--- config.mk ---
export PLATFORM = sky130hd
export DESIGN_NAME = cfg_frame_packer
export DESIGN_NICKNAME = d
export VERILOG_FILES = /design/src/rtl/cfg_frame_pkg.sv /design/src/rtl/cfw_seg_seq.sv /design/src/rtl/cfw_bit_pack.sv /design/src/rtl/cfg_frame_packer.sv
export SDC_FILE = /design/constraint.sdc
export NUM_CORES = 1
export LEC_CHECK = 0
export BUFFER_PORTS_ARGS = -buffer_cell sky130_fd_sc_hd__buf_2
export CAP_MARGIN = 30
export CORE_UTILIZATION = 55
export CTS_CLUSTER_SIZE = 20
export DETAILED_ROUTE_END_ITERATION = 7
export PLACE_DENSITY = 0.77
export SYNTH_ARGS = -nofsm -noshare
export SYNTH_HDL_FRONTEND = slang
export SYNTH_HIERARCHICAL = 1
export SYNTH_SLANG_ARGS = --single-unit
export TNS_END_PERCENT = 100
--- constraint.sdc ---
create_clock -name clk_i -period 5.86 [get_ports clk_i]
set_input_delay 1.758 -clock clk_i [delete_from_list [all_inputs] [get_ports clk_i]]
set_output_delay 1.758 -clock clk_i [all_outputs]
set_load 0.02 [all_outputs]
--- src/rtl/cfg_frame_pkg.sv ---
package cfg_frame_pkg;
  typedef enum logic {
    FRM_LOGIC = 1'b0,
    FRM_MEM   = 1'b1
  } frame_kind_e;
endpackage

--- src/rtl/cfw_seg_seq.sv ---
module cfw_seg_seq
  import cfg_frame_pkg::*;
#(
  parameter int ROWS      = 32,
  parameter int MEM_LINES = 8,
  parameter int SEG_W     = 18
) (
  input  logic                          clk_i,
  input  logic                          rst_ni,
  input  logic                          frame_type_i,
  input  logic                          in_valid_i,
  output logic                          in_ready_o,
  input  logic [SEG_W-1:0]              in_seg_i,
  output logic                          push_valid_o,
  input  logic                          push_ready_i,
  output logic [2*SEG_W-1:0]            push_bits_o,
  output logic [$clog2(2*SEG_W+1)-1:0]  push_w_o,
  output logic                          push_last_o
);
  localparam int LOGIC_SEGS = ROWS + 2;
  localparam int MEM_SEGS   = MEM_LINES * 4;
  localparam int MAX_SEGS   = (LOGIC_SEGS > MEM_SEGS) ? LOGIC_SEGS : MEM_SEGS;
  localparam int IDX_W      = $clog2(MAX_SEGS + 1);
  localparam int PW_W       = $clog2(2*SEG_W + 1);
  localparam logic [IDX_W-1:0] LOGIC_LAST = IDX_W'(LOGIC_SEGS - 1);
  localparam logic [IDX_W-1:0] MEM_LAST   = IDX_W'(MEM_SEGS - 1);
  localparam logic [IDX_W-1:0] IDX_MAX    = IDX_W'(MAX_SEGS);
  localparam logic [PW_W-1:0]  W_ONE      = PW_W'(SEG_W);
  localparam logic [PW_W-1:0]  W_TWO      = PW_W'(2*SEG_W);

  logic [IDX_W-1:0] idx_q;
  frame_kind_e      kind_q, kind_cur;
  logic             first, last, accept;

  assign kind_cur = (idx_q == '0) ? frame_kind_e'(frame_type_i) : kind_q;
  assign first    = (idx_q == '0);
  assign last     = (kind_cur == FRM_MEM) ? (idx_q == MEM_LAST) : (idx_q == LOGIC_LAST);
  assign accept   = in_valid_i && push_ready_i;

  assign push_valid_o = in_valid_i;
  assign in_ready_o   = push_ready_i;
  assign push_last_o  = last;

  always_comb begin
    push_bits_o = {in_seg_i, {SEG_W{1'b0}}};
    push_w_o    = W_ONE;
    if (kind_cur == FRM_MEM) begin
      if (first) begin
        push_bits_o = {{SEG_W{1'b0}}, in_seg_i};  // leading zero field
        push_w_o    = W_TWO;
      end else if (last) begin
        push_w_o    = W_TWO;                       // trailing zero field
      end
    end
  end

  always_ff @(posedge clk_i or negedge rst_ni) begin
    if (!rst_ni) begin
      idx_q  <= '0;
      kind_q <= FRM_LOGIC;
    end else if (accept) begin
      idx_q <= last ? '0 : idx_q + 1'b1;
      if (first) kind_q <= frame_kind_e'(frame_type_i);
    end
  end

  p_idx_bound_r1: assert property (@(posedge clk_i) disable iff (!rst_ni)
    idx_q < IDX_MAX);

  p_kind_hold_r7: assert property (@(posedge clk_i) disable iff (!rst_ni)
    (idx_q != '0) |=> (kind_q == $past(kind_q)));
endmodule

--- src/rtl/cfw_bit_pack.sv ---
module cfw_bit_pack #(
  parameter int SEG_W  = 18,
  parameter int WORD_W = 32
) (
  input  logic                          clk_i,
  input  logic                          rst_ni,
  input  logic                          push_valid_i,
  output logic                          push_ready_o,
  input  logic [2*SEG_W-1:0]            push_bits_i,
  input  logic [$clog2(2*SEG_W+1)-1:0]  push_w_i,
  input  logic                          push_last_i,
  output logic                          out_valid_o,
  input  logic                          out_ready_i,
  output logic [WORD_W-1:0]             out_data_o,
  output logic                          out_last_o
);
  localparam int PW    = 2*SEG_W;
  localparam int BUF_W = WORD_W + PW;  // room for a full push below a partial word
  localparam int CNT_W = $clog2(BUF_W + 1);
  localparam logic [CNT_W-1:0] C_WORD  = CNT_W'(WORD_W);
  localparam logic [CNT_W-1:0] C_BUF   = CNT_W'(BUF_W);
  localparam logic [CNT_W-1:0] C_SPACE = CNT_W'(BUF_W - PW);

  logic [BUF_W-1:0] buf_q, buf_base, ins;
  logic [CNT_W-1:0] cnt_q, cnt_base;
  logic             flush_q, pop, push;

  assign out_valid_o = (cnt_q >= C_WORD) || (flush_q && cnt_q != '0);
  assign out_data_o  = buf_q[BUF_W-1 -: WORD_W];
  assign out_last_o  = flush_q && (cnt_q <= C_WORD) && (cnt_q != '0);
  assign pop         = out_valid_o && out_ready_i;

  always_comb begin
    buf_base = buf_q;
    cnt_base = cnt_q;
    if (pop) begin
      buf_base = buf_q << WORD_W;
      cnt_base = (cnt_q > C_WORD) ? cnt_q - C_WORD : '0;
    end
  end

  assign push_ready_o = !flush_q && (cnt_base <= C_SPACE);
  assign push         = push_valid_i && push_ready_o;
  assign ins          = {push_bits_i, {(BUF_W-PW){1'b0}}} >> cnt_base;

  always_ff @(posedge clk_i or negedge rst_ni) begin
    if (!rst_ni) begin
      buf_q   <= '0;
      cnt_q   <= '0;
      flush_q <= 1'b0;
    end else begin
      buf_q <= push ? (buf_base | ins) : buf_base;
      cnt_q <= push ? cnt_base + CNT_W'(push_w_i) : cnt_base;
      if (push && push_last_i)      flush_q <= 1'b1;
      else if (pop && out_last_o)   flush_q <= 1'b0;
    end
  end

  p_cnt_bound_r6: assert property (@(posedge clk_i) disable iff (!rst_ni)
    cnt_q <= C_BUF);

  p_stall_hold_r6: assert property (@(posedge clk_i) disable iff (!rst_ni)
    (out_valid_o && !out_ready_i) |=> (out_valid_o && $stable(out_data_o)));

  p_pad_zero_r4: assert property (@(posedge clk_i) disable iff (!rst_ni)
    out_last_o |-> ((out_data_o << cnt_q) == '0));

  p_hold_input_r9: assert property (@(posedge clk_i) disable iff (!rst_ni)
    (push && push_last_i) |=> !push_ready_o);
endmodule

--- src/rtl/cfg_frame_packer.sv ---
module cfg_frame_packer #(
  parameter int ROWS      = 32,
  parameter int MEM_LINES = ROWS / 4,
  parameter int SEG_W     = 18,
  parameter int WORD_W    = 32
) (
  input  logic              clk_i,
  input  logic              rst_ni,
  input  logic              frame_type_i,
  input  logic              seg_valid_i,
  output logic              seg_ready_o,
  input  logic [SEG_W-1:0]  seg_data_i,
  output logic              word_valid_o,
  input  logic              word_ready_i,
  output logic [WORD_W-1:0] word_data_o,
  output logic              word_last_o
);
  localparam int PW_W = $clog2(2*SEG_W + 1);

  logic               push_valid, push_ready, push_last;
  logic [2*SEG_W-1:0] push_bits;
  logic [PW_W-1:0]    push_w;

  cfw_seg_seq #(.ROWS(ROWS), .MEM_LINES(MEM_LINES), .SEG_W(SEG_W)) u_seq (
    .clk_i, .rst_ni, .frame_type_i,
    .in_valid_i   (seg_valid_i),
    .in_ready_o   (seg_ready_o),
    .in_seg_i     (seg_data_i),
    .push_valid_o (push_valid),
    .push_ready_i (push_ready),
    .push_bits_o  (push_bits),
    .push_w_o     (push_w),
    .push_last_o  (push_last)
  );

  cfw_bit_pack #(.SEG_W(SEG_W), .WORD_W(WORD_W)) u_pack (
    .clk_i, .rst_ni,
    .push_valid_i (push_valid),
    .push_ready_o (push_ready),
    .push_bits_i  (push_bits),
    .push_w_i     (push_w),
    .push_last_i  (push_last),
    .out_valid_o  (word_valid_o),
    .out_ready_i  (word_ready_i),
    .out_data_o   (word_data_o),
    .out_last_o   (word_last_o)
  );

  p_reset_idle_r8: assert property (@(posedge clk_i) disable iff (!rst_ni)
    $rose(rst_ni) |-> !word_valid_o);
endmodule

# Word-level counts from Yosys, hierarchy flattened
# Index checks and enable logic that the tools add are counted.
dict set report word_totals {
  register_bits 83
  latch_bits 0
  ram_bits 0
  mem_bits_ro 0
  memories 0
}
dict set report classes {
  add_sub_neg 3
  mul 0
  div 0
  magnitude_cmp 4
  eq_ne 2
  n_shift 1
  mux 15
  n_bitwise 1
  reduce_logical 13
}
# cell count
set ops {}
lappend ops {{68-bit 2-to-1 mux} 2}
lappend ops {{36-bit 2-to-1 mux} 2}
lappend ops {{68-bit OR} 1}
lappend ops {{68-bit by 7-bit >> shifter with 68-bit output} 1}
lappend ops {{6-bit 2-to-1 mux} 4}
lappend ops {{7-bit 2-to-1 mux} 3}
lappend ops {{7-bit by 6-bit less-or-equal comparator with 1-bit output, second input constant} 2}
lappend ops {{1-bit logical AND} 8}
lappend ops {{7-bit by 6-bit adder with 7-bit output} 1}
lappend ops {{7-bit by 6-bit >= comparator with 1-bit output, second input constant} 1}
lappend ops {{7-bit by 6-bit > comparator with 1-bit output, second input constant} 1}
lappend ops {{7-bit nonzero test} 1}
lappend ops {{7-bit by 6-bit subtractor with 7-bit output, second input constant} 1}
lappend ops {{6-bit by 1-bit adder with 6-bit output, second input constant} 1}
lappend ops {{6-bit by 5-bit equality test with 1-bit output, second input constant} 1}
lappend ops {{6-bit equality test, second input constant} 1}
lappend ops {{6-bit logical NOT} 1}
lappend ops {{1-bit 2-to-1 mux} 4}
lappend ops {{2-bit nonzero test} 1}
lappend ops {{1-bit logical NOT} 1}
lappend ops {{1-bit logical OR} 1}

# Depth between registers and ports, before layout
# Gate-level depths: netlist (run 1).
dict set report depth {
  ltp_word 10
  ltp_mapped 14
  ltp_nobuf 12
}

# Modules after synthesis
# Netlist (run 1), hierarchy kept.
# mod instances cells_per_inst area_per_inst_um2
set modules_own_cells {}
lappend modules_own_cells {cfw_bit_pack 1 891 6900.4}
lappend modules_own_cells {cfw_seg_seq 1 91 770.7}

# Worst setup path before layout (run 1)
# No wires, ideal clock.
dict set report synth_timing {
  path_kind {in2out}
  startpoint {in word_ready_i}
  endpoint {out seg_ready_o}
  arrival_ns 3.030
  path_slack_ns 1.072
  path_stages 7
  path_cell_list {buf_2 nand2_1 mux2_2 inv_2 buf_1 a211oi_1 buf_4}
}
dict set report synth_between {
  elab_chain_cells 4
}
# element line_no
set synth_lines {}
lappend synth_lines {{start, declared} cfg_frame_packer.sv:14} ;# input logic word_ready_i,
lappend synth_lines {{1-bit logical AND} cfw_bit_pack.sv:31} ;# assign pop = out_valid_o && out_ready_i;
lappend synth_lines {{7-bit 2-to-1 mux} cfw_bit_pack.sv:36} ;# if (pop) begin
lappend synth_lines {{7-bit by 6-bit less-or-equal comparator with 1-bit output} cfw_bit_pack.sv:42} ;# assign push_ready_o = !flush_q && (cnt_base <= C_SPACE);
lappend synth_lines {{1-bit logical AND} cfw_bit_pack.sv:42}
lappend synth_lines {{end, declared} cfg_frame_packer.sv:11} ;# output logic seg_ready_o,
# No other way between the ends.

# Worst setup path in the final report (run 1)
# Ends and elaborated chain as after synthesis.

==> results of run 1 <==
==> cells in the mapped netlist (8+ instances only) <==
cell / count / area share
inv_1: 30 / 0.015
clkbuf_1: 28 / 0.014
o22ai_1: 30 / 0.024
nand2b_1: 9 / 0.0073
nand3_1: 20 / 0.013
ha_1: 8 / 0.013
nor3_1: 10 / 0.0065
o211ai_1: 21 / 0.021
o21ai_0: 44 / 0.029
nand2_1: 87 / 0.043
a211oi_1: 17 / 0.017
mux2_2: 13 / 0.019
o31ai_1: 8 / 0.0078
a211o_1: 11 / 0.013
buf_4: 45 / 0.044
o221ai_1: 19 / 0.022
a31oi_1: 25 / 0.020
nor2b_1: 14 / 0.011
mux2i_1: 41 / 0.053
buf_2: 31 / 0.020
a221o_1: 8 / 0.010
dfrtp_1: 83 / 0.27
nor2_1: 125 / 0.061
a22oi_1: 12 / 0.012
and2_1: 46 / 0.038
a21oi_1: 60 / 0.039
==> power groups by stage <==
stage | clock [W] | combinational, W | sequential, W
2_1_floorplan | 0 | 0.00261 | 0.000975
3_3_place_gp | 0 | 0.00334 | 0.00104
3_5_place_dp | 0 | 0.00337 | 0.00105
4_1_cts | 0.000534 | 0.00338 | 0.00104
5_1_grt | 0.000552 | 0.00373 | 0.00107
6_report | 0.000524 | 0.00351 | 0.00104
==> kinds of logic after synthesis <==
family | synth area share
and+or+nand+nor | 0.225
AOI/OAI and AO/OA | 0.299
buffers and inverters | 0.102
DFF | 0.271
muxes | 0.0785
adders and majority gates | 0.0157
xor gates and xnor gates | 0.00799
other | 0.000489
==> flip-flops by register name, indices dropped and copies added, names as in the netlist <==
name and count:
u_pack/cnt_q 7, u_pack/flush_q 1, u_seq/idx_q 6, u_pack/buf_q 68, u_seq/kind_q 1
==> metal layers <==
layer | global-route usage | vias up
li1 | - | 3540
met1 | 0.532 | 3726
met2 | 0.544 | 498
met3 | 0.0665 | 100
met4 | 0.214 | 0
met5 | 0 | -
==> per-stage QoR <==
step	hold WS, ns	setup WS, ns	utilization	std cells
2_1_floorplan	0.448	1.07	-	983
3_3_place_gp	0.460	0.879	0.574	1123
3_5_place_dp	0.471	0.853	0.575	1124
4_1_cts	0.486	0.835	0.595	1139
5_1_grt	0.515	0.705	0.595	1139
6_report	0.482	0.798	0.595	1139
==> worst paths after layout <==
kind                                  startpoint                to  slack (ns)  cells past startpoint
worst max-delay path                word_ready_i       seg_ready_o        0.80                      5
worst min-delay path            u_pack/buf_q[11]  u_pack/buf_q[43]        0.48                      2
worst max register to register    u_seq/idx_q[1]  u_pack/buf_q[18]        2.26                     11
worst min register to register  u_pack/buf_q[11]  u_pack/buf_q[43]        0.48                      2
max in group asynchronous                 rst_ni   u_pack/cnt_q[0]        3.44                      2
min in group asynchronous                 rst_ni  u_pack/buf_q[49]        1.39                      1
==> worst reg2reg max path: stages (launching register included) <==
cell	delay (ns)
dfrtp_1	0.44
inv_1	0.13
ha_1	0.22
nand4b_2	0.38
and2_1	0.41
nor2_1	0.20
a21oi_1	0.10
mux4_2	0.57
nor3b_1	0.18
a2111oi_2	0.50
nand2_1	0.10
a32o_1	0.27
==> layout make-up <==
cell class / instances / area share
multi-input cells: 752 / 0.604
clock inverters: 4 / 0.00345
repair buffers: 78 / 0.0568
inverters: 35 / 0.0165
clock buffers: 11 / 0.0304
well taps: 176 / 0.0276
flip-flops and latches: 83 / 0.261
==> metrics.txt, run 1 <==
Port Buffers=57; delay-heaviest family, CP=buffers and inverters; final wirelength=about 26000 um; grt ovf=0; final instance area=between 7000 and 8000 um2; dominant synthesized flop cell=dfrtp_1; Post-Synthesis Cells=about 1000; Comb pwr share=0.692; setup repair bufs after CTS=0; number of flops mapped to enable cells by yosys=0; delay of the slowest critical-path stage=around 0.48 ns; CP cell instances=buf_2, mux2_2, inv_2, a211oi_1, buf_2; Core Box Area=approximately 13000 um2; Initial Util=0.572; Synth cell types=between 80 and 90; RD Place Congestion=between 1 and 1.5; Setup TNS=0 ns; run status=completed; CTS root buffer=clkbuf_16; crit path DAT=3.30 ns; top layer in use=met4; most used cell, CP=buf_2; max cap viols=0; Synth Warn #=6; Site Rows=42; antenna cell count=0; setup violators final=0; CTS sink count=83; cell area after synthesis=between 7000 and 8000 um2; met3 routed WL=2640 um; CTS Buf Count=9; Reg area=just over 2000 um2; CTS H-tree depth=3; largest net degree at the start of global routing=105; sequential cell area fraction in the yosys report=0.271; fin crit share=0.864; Slew Viols, Final=0; Die H=120 um; global-route wire length before repair=just over 40000 um; most frequent cells in the layout=nor2_1 (125), nand2_1 (87), dfrtp_1 (81), a21oi_1 (60), buf_2 (56); WP buf/inv=3; multi-input logic area=4820 um2; vias in the first global route=between 7000 and 8000; post-cts sizing count=0; GRT Total Usage=0.378; worst-skew pair later-pin latency=~0.34 ns; Leakage Power=3.39 nW; sequential share of power=0.205; DRC Markers=0; Iteration-0 DRC Markers=1065; fraction of layout cells with a size suffix above 1=0.137; CP required=about 4 ns; Crit-path slowest cell=a211oi_1; Placement Cell Area=~7700 um2; metal1 wirelength=10900 um; clk buf depth=2; Power Total=between 0.005 and 0.006 W; most common cell after layout, fill and taps aside=nor2_1; hpwl dp=between 15000 and 20000 um; Vias=7864; fillers=between 1000 and 1500; fin nets=a little under 1000; crit-path max FO=18; Int Pwr=0.00232 W; clock network power share=0.103; Area Growth Syn to Fin=3.96%; Avg Cell Area, Syn=just under 8 um2; Synth Register Bits=83; Slew Limit Headroom=0.303; Die Wd=approximately 120 um; Top Ports=a little under 60; Clk pin slew, worst setup/hold paths=approximately 0.060 ns; die area=approximately 14000 um2; first drt pass iteration count=6; RSZ-0062 raised after global routing=no; vias per cell=a little under 7; VDD IR max=about 0.00034 V; initial antenna violation count=0; Sw Pwr=between 0.002 and 0.003 W; worst slew pin tran=about 1.0 ns; pwr/cell area=636 nW/um2; met2 WL=~11000 um; Layout Skew=between 0.005 and 0.006 ns; Final ANT Viol Nets=0; type of origin of the critical path=primary input; Avg WL per Cell=around 23 um; hold_buf cts=0; Final min period=between 5 and 6 ns; maximum clock rate=~200 MHz; Crit Path Category=primary input to output pin; final hold violations=0; Hold Path Class=flip-flop to flip-flop; nature of the critical path endpoint=output pin; Async S/R FF share, synth=1.00; TritonCTS clock tree=yes; Switching Fraction=0.543
Note: power is estimated with default switching activity, not from simulation.
==> run 2: changes to the inputs <==
Settings changed: ABC_AREA set to 0, CORE_UTILIZATION 55 to 40, PLACE_DENSITY 0.77 to 0.6, REMOVE_ABC_BUFFERS set to 1.
==> metrics.txt, run 2 (synthesized netlist as in run 1, its figures left out) <==
run status=completed; Final ANT Viol Nets=0 (unchanged); most frequent cells in the layout=nor2_1 (125), nand2_1 (87), dfrtp_1 (81), a21oi_1 (60), buf_2 (56); final wirelength=26500 um (about the same); largest net degree at the start of global routing=105 (unchanged); initial antenna violation count=0 (unchanged); maximum clock rate=203 MHz (+2.9%); max cap viols=0 (unchanged); most common cell after layout, fill and taps aside=nor2_1; vias in the first global route=6997 (-4.4%); RD Place Congestion=0.988 (-1.7%); hpwl dp=18800 um (-3.1%); CP cell instances=buf_2, mux2_2, inv_2, a211oi_1, buf_2; TritonCTS clock tree=yes; CTS sink count=83 (unchanged); crit-path max FO=12 (-6); Site Rows=50 (+19%); worst-skew pair later-pin latency=0.35 ns (about the same); Die H=140 um (+17%); fin crit share=0.840 (-0.0243); Slew Viols, Final=0 (unchanged); crit path DAT=3.16 ns (-0.14 ns); Largest register FFs=68 (unchanged); nature of the critical path endpoint=output pin; RSZ-0062 raised after global routing=no; Avg WL per Cell=22.2 um (-4.6%); delay-heaviest family, CP=buffers and inverters; first drt pass iteration count=7 (+1); largest register by flop count=u_pack/buf_q; clk buf depth=2 (unchanged); hold_buf cts=0 (unchanged); Hold Path Class=flip-flop to flip-flop; Setup TNS=0 ns (unchanged); fillers=1931 (+51%); Slew Limit Headroom=0.290 (-0.0131); Power Total=0.00509 W (+0.28%); post-cts sizing count=0 (unchanged); setup violators final=0 (unchanged); VDD IR max=0.000259 V (-23%); Clk pin slew, worst setup/hold paths=0.06 ns (about the same); Port Buffers=57 (unchanged); Iteration-0 DRC Markers=1039 (-2.4%); fin nets=987 (-0.40%); grt ovf=0 (unchanged); Fin Hold WS=0.487 ns (+0.00538 ns); pwr/cell area=632 nW/um2 (-0.71%); Reg area=2080 um2 (+0.12%); GRT Total Usage=0.272 (-0.106); CTS H-tree depth=3 (unchanged); DRC Markers=0 (unchanged); CTS root buffer=clkbuf_16; Top Ports=58 (unchanged); Vias=7668 (-2.5%); global-route wire length before repair=41500 um (-0.30%); Crit-path slowest cell=a211oi_1; Die Wd=140 um (+17%); vias per cell=6.42 (-7.0%); CTS Buf Count=9 (unchanged); final hold violations=0 (unchanged); type of origin of the critical path=primary input; Final min period=4.92 ns (-0.142 ns); setup repair bufs after CTS=0 (unchanged); most used cell, CP=buf_2; Area Growth Syn to Fin=4.99%; multi-input logic area=4820 um2 (unchanged); Initial Util=0.409 (-0.164); Leakage Power=3.37 nW (-0.35%); CP required=4.10 ns (about the same); WP buf/inv=3 (unchanged); delay of the slowest critical-path stage=0.50 ns (+0.02 ns); die area=19700 um2 (+37%); biggest regs=u_pack/buf_q: 68 flops, u_pack/cnt_q: 7 flops, u_seq/idx_q: 6 flops; worst slew pin tran=1.06 ns (+0.0197 ns); Layout Skew=0.00919 ns (+0.00332 ns); Crit Path Category=primary input to output pin; antenna cell count=0 (unchanged); Core Box Area=18800 um2 (+40%); fraction of layout cells with a size suffix above 1=0.132 (-0.00478)
==> run 2: power breakdown <==
group	internal (W)	switching (W)	total, W
sequential	0.000843	0.000197	0.00104
combinational	0.00116	0.00227	0.00344
clock	0.000374	0.000236	0.000610
total	0.00238	0.00271	0.00509
==> run 2: worst min-delay path, cell delays in order, from the launching register on <==
cell and delay, ns:
dfrtp_1 0.34, nand2_1 0.05, nand3_1 0.07
==> run 2: path summary, 6_finish.rpt <==
path	to	slack (ns)	start	cells past startpoint
worst max-delay path	seg_ready_o	0.94	word_ready_i	5
max in group asynchronous	u_pack/buf_q[38]	3.48	rst_ni	2
worst max register to register	u_pack/buf_q[27]	2.05	u_pack/cnt_q[0]	8
min in group asynchronous	u_pack/buf_q[35]	1.39	rst_ni	1
worst min-delay path	u_pack/buf_q[49]	0.49	u_pack/buf_q[49]	2
worst min register to register	u_pack/buf_q[49]	0.49	u_pack/buf_q[49]	2
==> run 2: final cells by class <==
| class | instances | area share |
|---|---|---|
| multi-input cells | 752 | 0.599 |
| flip-flops and latches | 83 | 0.259 |
| repair buffers | 74 | 0.0516 |
| well taps | 234 | 0.0364 |
| clock buffers | 12 | 0.0294 |
| inverters | 35 | 0.0163 |
| clock inverters | 4 | 0.00932 |
==> run 2: metrics by stage <==
stage | instances | instance area [um2] | setup slack, ns | util
5_1_grt | 1194 | 8050 | 0.825 | 0.429
4_1_cts | 1194 | 8050 | 0.937 | 0.429
3_5_place_dp | 1178 | 7740 | 0.947 | 0.413
3_3_place_gp | 1177 | 7730 | 0.949 | 0.412
6_report | 1194 | 8050 | 0.940 | 0.429
2_1_floorplan | 870 | 7020 | 0.521 | -
==> run 2: routing by layer <==
layer,track usage,up-vias,wire [um]
met1,0.387,3701,11900
met4,0.102,0,805
met5,0,-,0
li1,-,3538,-
met2,0.397,375,11300
met3,0.0656,54,2510
